**src/rtl/csirx_pkg.sv**
```systemverilog
package csirx_pkg;
  localparam int unsigned REG_W     = 32;
  localparam int unsigned FMT_W     = 6;
  localparam int unsigned NLANE_W   = 2;
  localparam int unsigned DIM_W     = 16;
  localparam int unsigned SETTLE_W  = 5;
  localparam int unsigned LANE_W    = 5;

  localparam int unsigned OFS_CTRL   = 'h00;
  localparam int unsigned OFS_PHY    = 'h04;
  localparam int unsigned OFS_CFG    = 'h08;
  localparam int unsigned OFS_RES    = 'h2C;
  localparam int unsigned OFS_ACTCFG = 'h38;

  localparam int unsigned CB_SWAP  = 31;
  localparam int unsigned CB_ALIGN = 20;
  localparam int unsigned CB_UPD   = 16;
  localparam int unsigned CB_EXT   = 8;
  localparam int unsigned CB_RST   = 4;
  localparam int unsigned CB_EN    = 0;
  localparam int unsigned PB_SETTLE = REG_W - SETTLE_W;
  localparam int unsigned FMT_LO   = NLANE_W;

  typedef struct packed {
    logic [FMT_W-1:0]   fmt;
    logic [NLANE_W-1:0] lanes;
    logic [DIM_W-1:0]   width;
    logic [DIM_W-1:0]   height;
    logic               align32;
    logic               ext_clk;
  } stream_cfg_t;
endpackage

```
**src/rtl/csirx_pending_regs.sv**
```systemverilog
module csirx_pending_regs
  import csirx_pkg::*;
#(
  parameter int unsigned ADDR_W = 8
) (
  input  logic                clk,
  input  logic                rst,
  input  logic                wr_en,
  input  logic [ADDR_W-1:0]   addr,
  input  logic [REG_W-1:0]    wdata,
  output stream_cfg_t         pend_o,
  output logic                swap_o,
  output logic                en_o,
  output logic [SETTLE_W-1:0] settle_o,
  output logic [LANE_W-1:0]   lane_bits_o,
  output logic                upd_pulse_o,
  output logic                rst_pulse_o
);
  always_ff @(posedge clk) begin
    if (rst) begin
      pend_o      <= '0;
      swap_o      <= 1'b0;
      en_o        <= 1'b0;
      settle_o    <= '0;
      lane_bits_o <= '0;
      upd_pulse_o <= 1'b0;
      rst_pulse_o <= 1'b0;
    end else begin
      upd_pulse_o <= 1'b0;
      rst_pulse_o <= 1'b0;
      if (rst_pulse_o) en_o <= 1'b0;
      if (wr_en) begin
        if (addr == ADDR_W'(OFS_CTRL)) begin
          swap_o         <= wdata[CB_SWAP];
          pend_o.align32 <= wdata[CB_ALIGN];
          pend_o.ext_clk <= wdata[CB_EXT];
          if (!rst_pulse_o) en_o <= wdata[CB_EN];
          upd_pulse_o    <= wdata[CB_UPD];
          rst_pulse_o    <= wdata[CB_RST];
        end else if (addr == ADDR_W'(OFS_PHY)) begin
          settle_o    <= wdata[REG_W-1:PB_SETTLE];
          lane_bits_o <= wdata[LANE_W-1:0];
        end else if (addr == ADDR_W'(OFS_CFG)) begin
          pend_o.fmt   <= wdata[FMT_LO +: FMT_W];
          pend_o.lanes <= wdata[NLANE_W-1:0];
        end else if (addr == ADDR_W'(OFS_RES)) begin
          pend_o.width  <= wdata[REG_W-1:DIM_W];
          pend_o.height <= wdata[DIM_W-1:0];
        end
      end
    end
  end
endmodule

```
**src/rtl/csirx_active_regs.sv**
```systemverilog
module csirx_active_regs
  import csirx_pkg::*;
(
  input  logic        clk,
  input  logic        rst,
  input  logic        clr,
  input  logic        upd,
  input  stream_cfg_t pend_i,
  output stream_cfg_t act_o
);
  always_ff @(posedge clk) begin
    if (rst || clr) act_o <= '0;
    else if (upd)   act_o <= pend_i;
  end
endmodule

```
**src/rtl/csirx_lane_mask.sv**
```systemverilog
module csirx_lane_mask #(
  parameter int unsigned LANE_W  = 5,
  parameter int unsigned NLANE_W = 2
) (
  input  logic               clk,
  input  logic               rst,
  input  logic               en,
  input  logic [LANE_W-1:0]  lane_bits,
  input  logic [NLANE_W-1:0] lanes_m1,
  output logic [LANE_W-1:0]  lane_en_o
);
  localparam int unsigned TOP_IDX_OFS = 1;
  logic [LANE_W-1:0] thermo;

  for (genvar i = 0; i < LANE_W; i++) begin : g_thermo
    assign thermo[i] = (int'(lanes_m1) + TOP_IDX_OFS) >= i;
  end

  always_ff @(posedge clk) begin
    if (rst)     lane_en_o <= '0;
    else if (en) lane_en_o <= lane_bits & thermo;
    else         lane_en_o <= '0;
  end
endmodule

```
**src/rtl/csirx_ctrl_regs.sv**
```systemverilog
module csirx_ctrl_regs
  import csirx_pkg::*;
#(
  parameter int unsigned ADDR_W = 8
) (
  input  logic                clk,
  input  logic                rst,
  input  logic                wr_en,
  input  logic [ADDR_W-1:0]   addr,
  input  logic [31:0]         wdata,
  input  logic                rd_en,
  output logic [31:0]         rdata_o,
  output logic                en_o,
  output logic                swap_o,
  output logic                extclk_o,
  output logic                align_o,
  output logic [4:0]          settle_o,
  output logic [4:0]          lane_en_o,
  output logic [5:0]          fmt_o,
  output logic [1:0]          lanes_o,
  output logic [15:0]         width_o,
  output logic [15:0]         height_o,
  output logic                soft_rst_o
);
  stream_cfg_t           pend, act;
  logic [LANE_W-1:0]     lane_bits;
  logic                  upd_pulse;
  logic [REG_W-1:0]      rd_word;

  csirx_pending_regs #(.ADDR_W(ADDR_W)) pend_i (
    .clk(clk), .rst(rst), .wr_en(wr_en), .addr(addr), .wdata(wdata),
    .pend_o(pend), .swap_o(swap_o), .en_o(en_o), .settle_o(settle_o),
    .lane_bits_o(lane_bits), .upd_pulse_o(upd_pulse), .rst_pulse_o(soft_rst_o)
  );

  csirx_active_regs act_i (
    .clk(clk), .rst(rst), .clr(soft_rst_o), .upd(upd_pulse),
    .pend_i(pend), .act_o(act)
  );

  csirx_lane_mask #(.LANE_W(LANE_W), .NLANE_W(NLANE_W)) mask_i (
    .clk(clk), .rst(rst), .en(en_o), .lane_bits(lane_bits),
    .lanes_m1(act.lanes), .lane_en_o(lane_en_o)
  );

  assign fmt_o    = act.fmt;
  assign lanes_o  = act.lanes;
  assign width_o  = act.width;
  assign height_o = act.height;
  assign align_o  = act.align32;
  assign extclk_o = act.ext_clk;

  always_comb begin
    rd_word = '0;
    if (addr == ADDR_W'(OFS_CTRL)) begin
      rd_word[CB_SWAP]  = swap_o;
      rd_word[CB_ALIGN] = pend.align32;
      rd_word[CB_EXT]   = pend.ext_clk;
      rd_word[CB_EN]    = en_o;
    end else if (addr == ADDR_W'(OFS_PHY)) begin
      rd_word[REG_W-1:PB_SETTLE] = settle_o;
      rd_word[LANE_W-1:0]        = lane_bits;
    end else if (addr == ADDR_W'(OFS_CFG)) begin
      rd_word[FMT_LO +: FMT_W]  = pend.fmt;
      rd_word[NLANE_W-1:0]      = pend.lanes;
    end else if (addr == ADDR_W'(OFS_RES)) begin
      rd_word = {pend.width, pend.height};
    end else if (addr == ADDR_W'(OFS_ACTCFG)) begin
      rd_word[FMT_LO +: FMT_W]  = act.fmt;
      rd_word[NLANE_W-1:0]      = act.lanes;
    end
  end

  always_ff @(posedge clk) begin
    if (rst)        rdata_o <= '0;
    else if (rd_en) rdata_o <= rd_word;
  end
endmodule

```
**config.mk**
```make
export PLATFORM = sky130hd
export DESIGN_NAME = csirx_ctrl_regs
export DESIGN_NICKNAME = d
export VERILOG_FILES = /design/src/rtl/csirx_pkg.sv /design/src/rtl/csirx_pending_regs.sv /design/src/rtl/csirx_active_regs.sv /design/src/rtl/csirx_lane_mask.sv /design/src/rtl/csirx_ctrl_regs.sv
export SDC_FILE = /design/constraint.sdc
export NUM_CORES = 1
export LEC_CHECK = 0
export ABC_AREA = 1
export BUFFER_PORTS_ARGS = -buffer_cell sky130_fd_sc_hd__buf_2
export CORE_MARGIN = 4
export CORE_UTILIZATION = 50
export DETAILED_ROUTE_END_ITERATION = 7
export PLACE_DENSITY = 0.76
export SLEW_MARGIN = 20
export SYNTH_ARGS = -nofsm -noshare
export SYNTH_HDL_FRONTEND = slang
export SYNTH_SLANG_ARGS = --single-unit
export TNS_END_PERCENT = 10
```
**constraint.sdc**
```tcl
create_clock -name clk -period 3.35 [get_ports clk]
set_input_delay 0.335 -clock clk [delete_from_list [all_inputs] [get_ports clk]]
set_output_delay 0.335 -clock clk [all_outputs]
set_load 0.05 [all_outputs]
```
==> impl_metrics.ini, run 1 <==
[finish]
final_cell_area_mm2 = 0.00643
drive_gt1_share_pct = 27.7
area_growth_pct = 24.5
layout.cells.non_filler = 902
final_nets = 800
antennaDiodeCount = 0

[routing]
drc = 0
drtIter0Drc = 325
vias_per_cell = 5.41
wirelength_um = 14400
wl_per_cell_um = 16.0
antenna_left = 0
first_pass_iters = 7
num_vias = 4881

[sta]
worst_pin_slew_ns = 0.918
final_hold_viol_count = 0
min_period_ns = 1.65
rsz0062_at_grt = false
hold_slack_ns = 0.0882
finalSetupTns_ns = 0
setup_viol = 0
skew_ns = 0.00916
min_period_over_period_pct = 49.2
clock.fmax_mhz = 607
slew_headroom_pct = 38.6
slew_viol_final = 0

[placed_design]
place_area_mm2 = 0.00581
placedCellCount = 870
portBuffers = 130
gp_congestion = 0.853
hpwl_um = 9800

[worst_setup_path]
cp.arrival_ns = 2.08
cpPeakStageDelay_ns = 0.59
crit_cells = 3
reg2reg_depth = 3
criticalPathCategory = reg2reg
end_kind = flop
startpoint_type = flop
r2r_start = pend_i.upd_pulse_o
slowest_stage = dfxtp_2
path_cells = buf_4, o21ai_0, a21oi_1
crit_end = act_i.act_o[32]
crit_buf_inv = 1
setup.worst_path.start = pend_i.upd_pulse_o
cp_data_required_time_ns = 3.78
rrSetupSlack_ns = 1.70
crit_fanout = 56
worstReg2RegEnd = act_i.act_o[32]
critPathTopFamily = flip-flops

[cts]
cts_resized = 0
cts_buffer_depth = 2
cts_root_buf = clkbuf_8
cts_made_buffers = 17
cts.clk_slew.worst_paths_ns = 0.06
post-cts-setup-buffers = 0
htreeDepth = 4
clk-insertion-delay-late_ns = 0.51
hold_buffers = 0
clock-sinks = 135
tritoncts = built

[global_route]
grt_pass1_wl_um = 23200
grt_max_degree = 65
grtUsageMet2_pct = 39.5
met3_usage_pct = 6.11
grt_usage_pct = 24.9
grt_use_met1_pct = 32.3
antenna_found_initial = 0
busiest_layer = met2
grt-ovfl-total = 0
grt_pass1_vias = 4760

[floorplanning]
boundaryPins = 131
start_util_pct = 52.1
die_y_um = 110
die_x_um = 110
rows = 36
design.die.area_mm2 = 0.0120
core_mm2 = 0.00991

[logic_synthesis]
synthMuxAreaShare_pct = 0
synth-xor-area-share_pct = 0
avgSynthCellArea_um2 = 8.05
synth_top_family_by_area = compound AO/OA/AOI/OAI gates
synth.distinct_cells = 29
syn_nets = 685
synthSimpleGateAreaFrac_pct = 17.7
ys_seq_area_share_pct = 52.4
yosysWarnings = 0
synth_fa_ha_area_share_pct = 0
synth_seq_cells = 135
synth_area_mm2 = 0.00516
synth_cells = 641
synth_compound_area_share_pct = 21.7

[pwr]
p_per_area_mw_per_mm2 = 570
power.switching_uw = 802
intPower_mw = 2.86
leakage_nw = 2.70
power.share.combinational_pct = 3.5
seqPwrFrac_pct = 43.9
switching_share_pct = 21.9
vdd_drop_max_uv = 412
power_frac_clock_pct = 52.6

[hold_path]
hp-start = wdata[28]
hold_class = in2reg

[run_status]
outcome = completed

[flow_run]
drv_cap = 0
## area by class of cell
type / count / area, um^2
clock buffers: 18 / 418
clock inverters: 14 / 199
fillers: 860 / 3480
inverters: 60 / 239
multi-input cells: 410 / 2040
flip-flops and latches: 135 / 2700
well taps: 133 / 166
repair buffers: 132 / 666
## sequential cells by signal, summed over array words and instances (netlist names)
signal              count
pend_i.lane_bits_o      5
mask_i.lane_en_o        5
pend_i.swap_o           1
pend_i.en_o             1
act_i.act_o            42
rdata_o                32
pend_i.rst_pulse_o      1
pend_i.settle_o         5
pend_i.upd_pulse_o      1
pend_i.pend_o          42
## routing by layer
metal	share of wire (%)	up-vias
li1	-	2353
met1	43	2291
met2	47	208
met3	7.5	29
met4	2.3	0
met5	0	-
## worst min path at each step
stage / cells past startpoint / endpoint / slack, ns
floorplan: 2 / mask_i.lane_en_o[2] / 0.43
global placement: 2 / mask_i.lane_en_o[2] / 0.44
detailed placement: 2 / mask_i.lane_en_o[2] / 0.45
CTS: 3 / pend_i.settle_o[3] / 0.07
global route: 3 / pend_i.settle_o[1] / 0.07
finish: 3 / pend_i.settle_o[1] / 0.09
## cell families after synthesis
| logic type | count (synthesis) |
|---|---|
| AOI/OAI and AO/OA | 212 |
| buffers and inverters | 96 |
| DFF | 135 |
| and+or+nand+nor | 198 |
## worst reg2reg max path, delay by kind of cell (launching register included)
kind	cells	cell delay [ns]
AOI/OAI and AO/OA	2	0.45
buffers and inverters	1	0.53
DFF	1	0.59
## Yosys cell counts (all sizes together)
cell | instances | area share, %
dfxtp | 135 | 52
dlygate4sd1 | 2 | 0.34
buf | 12 | 1.7
nand2 | 98 | 8.0
nor3 | 3 | 0.51
nand3 | 34 | 3.4
a211oi | 7 | 1.0
nor2 | 61 | 5.5
inv | 59 | 4.3
and3 | 2 | 0.24
clkbuf | 22 | 1.6
o21ai | 94 | 9.1
a21oi | 109 | 11
a31oi | 2 | 0.24
bufinv | 1 | 0.34
## through the flow
step	utilization (%)	total power, mW	worst slack [ns]
5_1_grt	64.9	3.77	1.57
6_report	64.9	3.67	1.70
3_3_place_gp	58.6	1.77	1.29
3_5_place_dp	58.6	1.77	1.30
4_1_cts	64.9	3.68	1.73
2_1_floorplan	-	1.72	1.99
## power by group through the flow
stage / combinational (mW) / clock (mW) / sequential (mW)
floorplan: 0.0690 / 0 / 1.65
global placement: 0.124 / 0 / 1.64
detailed placement: 0.126 / 0 / 1.64
CTS: 0.128 / 1.94 / 1.61
global route: 0.142 / 2.02 / 1.61
finish: 0.129 / 1.93 / 1.61
## cells in the final DEF, fill, tap and decap left out, types with 33 or more instances in the layout
cell and n:
buf_2 130, nand3_1 33, nand2_1 81, o21ai_0 57, a21oi_1 99, dfxtp_1 134, inv_1 52, o21ai_1 37
nor2_1 49
No activity file was read; power rests on OpenSTA's default activity.
==> run 2: changes to the inputs <==
==> constraint.sdc (replaced) <==
create_clock -name clk -period 1.6 [get_ports clk]
set_input_delay 0.16 -clock clk [delete_from_list [all_inputs] [get_ports clk]]
set_output_delay 0.16 -clock clk [all_outputs]
set_load 0.05 [all_outputs]
==> run 2 against run 1 <==
Effect of this change:
- non-clock buffer count grew 52
- first-iteration DRC count grew 12%
- global-route usage grew 0.82 points
- critical endpoint is now lanes_o[0]
- largest cell class unchanged
==> impl_metrics.ini, run 2 (synthesized netlist as in run 1, its figures left out) <==
[pwr]
p_per_area_mw_per_mm2 = 1110
vdd_drop_max_uv = 818
leakage_nw = 2.94

[routing]
first_pass_iters = 5
drtIter0Drc = 363
vias_per_cell = 5.33
drc = 0
topRoutingLayerUsed = met4
wirelength_um = 15000
wl_per_cell_um = 15.7
drt-met1-wl_um = 6130
num_vias = 5084
dr_wl_met2_um = 7310
wl_met3_um = 1190
antenna_left = 0

[floorplanning]
core_mm2 = 0.00991
design.die.area_mm2 = 0.0120
boundaryPins = 131
start_util_pct = 52.1
die_x_um = 110
die_y_um = 110
rows = 36

[global_route]
grt_usage_pct = 25.7
grt_pass1_vias = 4971
grt_max_degree = 37
antenna_found_initial = 0
grt-ovfl-total = 0
grt_pass1_wl_um = 23900

[cts]
cts_made_buffers = 17
tritoncts = built
cts_resized = 0
htreeDepth = 4
cts.clk_slew.worst_paths_ns = 0.06
clk-insertion-delay-late_ns = 0.51
cts_root_buf = clkbuf_8
clock-sinks = 135
cts_buffer_depth = 2

[sta]
slew_viol_final = 0
finalSetupTns_ns = 0
skew_ns = 0.00914
setup_viol = 0
final_hold_viol_count = 0
clock.fmax_mhz = 709
worst_pin_slew_ns = 0.403
fin_ws_ns = 0.189
min_period_ns = 1.41
rsz0062_at_grt = false
slew_headroom_pct = 73.0
min_period_over_period_pct = 88.2
hold_slack_ns = 0.0376

[worst_setup_path]
path_cells = buf_2
cp_data_required_time_ns = 1.44
rrSetupSlack_ns = 0.36
crit_buf_inv = 1
cpPeakStageDelay_ns = 0.43
slowest_stage = dfxtp_1
reg2reg_depth = 3
criticalPathCategory = reg2out
crit_cells = 1
end_kind = output pin
crit_fanout = 5
setup.worst_path.start = act_i.act_o[34]
crit_end = lanes_o[0]
critPathTopFamily = flip-flops
r2r_start = pend_i.upd_pulse_o
cp.arrival_ns = 1.25
startpoint_type = flop
worstReg2RegEnd = act_i.act_o[9]

[placed_design]
place_area_mm2 = 0.00601
dp_slack_ns = -0.0252
hpwl_um = 10500
gp_congestion = 0.906
portBuffers = 130

[finish]
finish.utilization_pct = 70.0
final_cell_area_mm2 = 0.00694
seqCellArea_mm2 = 0.00270
multi_input_area_mm2 = 0.00204
drive_gt1_share_pct = 28.3
antennaDiodeCount = 0
final_common_cell = dfxtp_1
fillCellCount = 796
final_nets = 852
largestRegisters = act_i.act_o x42, pend_i.pend_o x42, rdata_o x32
area_growth_pct = 34.4
layout_common_cells = dfxtp_1, buf_2, a21oi_1

[run_status]
outcome = completed

[flow_run]
drv_cap = 0

[hold_path]
hold_class = in2reg
## run 2: worst min path at each step
stage,start,end,slack (ns),depth (start not counted)
2_1_floorplan,wdata[8],pend_i.pend_o[0],0.29,2
3_3_place_gp,wdata[30],pend_i.settle_o[3],0.42,3
3_5_place_dp,wdata[27],pend_i.settle_o[0],0.43,3
4_1_cts,rst,rdata_o[3],0.02,2
5_1_grt,rst,rdata_o[1],0.04,2
6_report,rst,rdata_o[3],0.04,2
## run 2: layer usage
layer	vias to the layer above	GRT usage [%]
li1	2459	-
met1	2370	31.4
met2	225	44.2
met3	30	5.58
met4	0	9.88
met5	-	0
## run 2: power by group
group          total [mW]  switching [mW]  internal, mW
registers            3.37         0.00343          3.37
clock network        4.00            1.44          2.56
logic               0.359           0.207         0.152
total                7.73            1.65          6.08
## run 2: metrics by stage
step / power (mW) / cells
after detailed placement: 3.73 / 890
after floorplan: 3.60 / 641
after CTS: 7.75 / 953
after global routing: 7.95 / 953
after global placement: 3.73 / 890
final: 7.73 / 953
## run 2: repair_timing
item | 4_1_cts | 5_1_grt
setup buffers | 0 | 0
hold endpoints to repair | 51 | 0
hold buffers | 32 | 0
## run 2: final cells by class
class	count	share of cell area [%]
Clock inverter	12	2.54
Clock buffer	19	6.22
Multi-Input combinational cell	410	29.3
Inverter	60	3.44
Tap cell	133	2.40
Sequential cell	135	39.0
Timing Repair Buffer	184	17.1
==> run 3: changes to the inputs <==
--- a/config.mk
+++ b/config.mk
@@ -8,9 +8,9 @@
 export ABC_AREA = 1
 export BUFFER_PORTS_ARGS = -buffer_cell sky130_fd_sc_hd__buf_2
 export CORE_MARGIN = 4
-export CORE_UTILIZATION = 50
+export CORE_UTILIZATION = 55
 export DETAILED_ROUTE_END_ITERATION = 7
-export PLACE_DENSITY = 0.76
+export PLACE_DENSITY = 0.86
 export SLEW_MARGIN = 20
 export SYNTH_ARGS = -nofsm -noshare
 export SYNTH_HDL_FRONTEND = slang
==> constraint.sdc (replaced) <==
create_clock -name clk -period 1.66 [get_ports clk]
set_input_delay 0.166 -clock clk [delete_from_list [all_inputs] [get_ports clk]]
set_output_delay 0.166 -clock clk [all_outputs]
set_load 0.05 [all_outputs]
==> run 3 against run 2 <==
Effect of this change:
- sequential share of layout area rose by 0.48 points
- register-to-register slack improved by 0.08 ns
- largest cell class unchanged
- final area down 1.2%
- first-iteration DRC count grew 21%
- hold slack worse by 0.0020 ns
- critical endpoint is now pend_i.pend_o[19]
==> impl_metrics.ini, run 3 (synthesized netlist as in run 1, its figures left out) <==
[floorplanning]
design.die.area_mm2 = 0.0110
start_util_pct = 56.1
boundaryPins = 131
core_mm2 = 0.00920
die_y_um = 105
die_x_um = 105
rows = 35

[global_route]
grt_usage_pct = 29.0
grt_pass1_wl_um = 25700
antenna_found_initial = 0
grt-ovfl-total = 0
grt_max_degree = 43
grt_pass1_vias = 5339

[routing]
vias_per_cell = 5.68
antenna_left = 0
first_pass_iters = 5
wirelength_um = 15700
drc = 0
drtIter0Drc = 439
num_vias = 5276
wl_per_cell_um = 16.9

[worst_setup_path]
cp.arrival_ns = 1.88
r2r_start = pend_i.rst_pulse_o
end_kind = flop
criticalPathCategory = in2reg
reg2reg_depth = 4
cp_data_required_time_ns = 2.09
crit_fanout = 26
worstReg2RegEnd = act_i.act_o[9]
rrSetupSlack_ns = 0.44
startpoint_type = primary input

[placed_design]
gp_congestion = 0.934
portBuffers = 130
place_area_mm2 = 0.00596
hpwl_um = 10200
dp_slack_ns = 0.0541

[finish]
largestRegisters = act_i.act_o x42, pend_i.pend_o x42, rdata_o x32
final_common_cell = dfxtp_1
drive_gt1_share_pct = 28.1
final_cell_area_mm2 = 0.00685
finish.utilization_pct = 74.5
antennaDiodeCount = 0
area_growth_pct = 32.8
layout_common_cells = dfxtp_1, buf_2, a21oi_1
final_nets = 849

[cts]
cts_resized = 0
cts_root_buf = clkbuf_8
cts_made_buffers = 17
tritoncts = built
htreeDepth = 4
clk-insertion-delay-late_ns = 0.52
post-cts-setup-buffers = 0
cts_buffer_depth = 2
clock-sinks = 135
cts.clk_slew.worst_paths_ns = 0.06
hold_buffers = 32

[hold_path]
hp-start = wdata[17]
whs_endpoint = pend_i.pend_o[19]
worstHoldPathCells = 3
hold_class = in2reg

[pwr]
leakage_nw = 2.91
vdd_drop_max_uv = 646
seqPwrFrac_pct = 45.1
power_frac_clock_pct = 50.2
power.share.combinational_pct = 4.7
intPower_mw = 5.60
p_per_area_mw_per_mm2 = 1050
power.switching_mw = 1.61
switching_share_pct = 22.4

[sta]
fin_ws_ns = 0.208
slew_viol_final = 0
finalSetupTns_ns = 0
clock.fmax_mhz = 689
hold_slack_ns = 0.0357
rsz0062_at_grt = false
min_period_over_period_pct = 87.4
setup_viol = 0
min_period_ns = 1.45
slew_headroom_pct = 63.7
final_hold_viol_count = 0
skew_ns = 0.00627
worst_pin_slew_ns = 0.543

[run_status]
outcome = completed

[flow_run]
drv_cap = 0
run 3: final cells by class:
cell class              instances  area (um^2)
multi-input cells             410         2040
inverters                      60          239
repair buffers                181         1160
flip-flops and latches        135         2700
clock buffers                  20          445
fillers                       646         2340
clock inverters                12          128
well taps                     111          139
run 3: per-layer routing:
metal / up-vias / part of all wire, % / track usage, %
met3: 51 / 8.5 / 7.91
li1: 2452 / - / -
met5: - / 0 / 0
met2: 306 / 50 / 50.0
met1: 2467 / 39 / 33.3
met4: 0 / 2.9 / 13.8
run 3: how the worst max path moves through the flow:
stage                       startpoint                 end  slack, ns  cells after the start
finish                             rst   pend_i.pend_o[19]       0.21                      6
global route                       rst   pend_i.pend_o[19]       0.08                      6
CTS                    act_i.act_o[34]          lanes_o[0]       0.20                      1
detailed placement             addr[0]  pend_i.settle_o[4]       0.05                      9
global placement               addr[1]  pend_i.settle_o[4]       0.17                      9
floorplan           pend_i.rst_pulse_o     act_i.act_o[34]       0.33                      4
run 3: critical path, cell delays in order:
cell           delay, ns
dlygate4sd3_1       0.53
buf_2               0.20
inv_2               0.29
buf_4               0.35
o21ai_0             0.15
a21oi_1             0.18
run 3: power groups by stage:
stage / Clock (mW) / Sequential (mW) / Combinational, mW
floorplan: 0 / 3.33 / 0.139
global placement: 0 / 3.32 / 0.266
detailed placement: 0 / 3.32 / 0.273
CTS: 3.62 / 3.25 / 0.334
global route: 3.78 / 3.25 / 0.369
finish: 3.62 / 3.25 / 0.341
run 3: metrics by stage:
stage	power (mW)	instances
2_1_floorplan	3.47	641
3_3_place_gp	3.59	865
3_5_place_dp	3.59	865
4_1_cts	7.20	929
5_1_grt	7.40	929
6_report	7.21	929
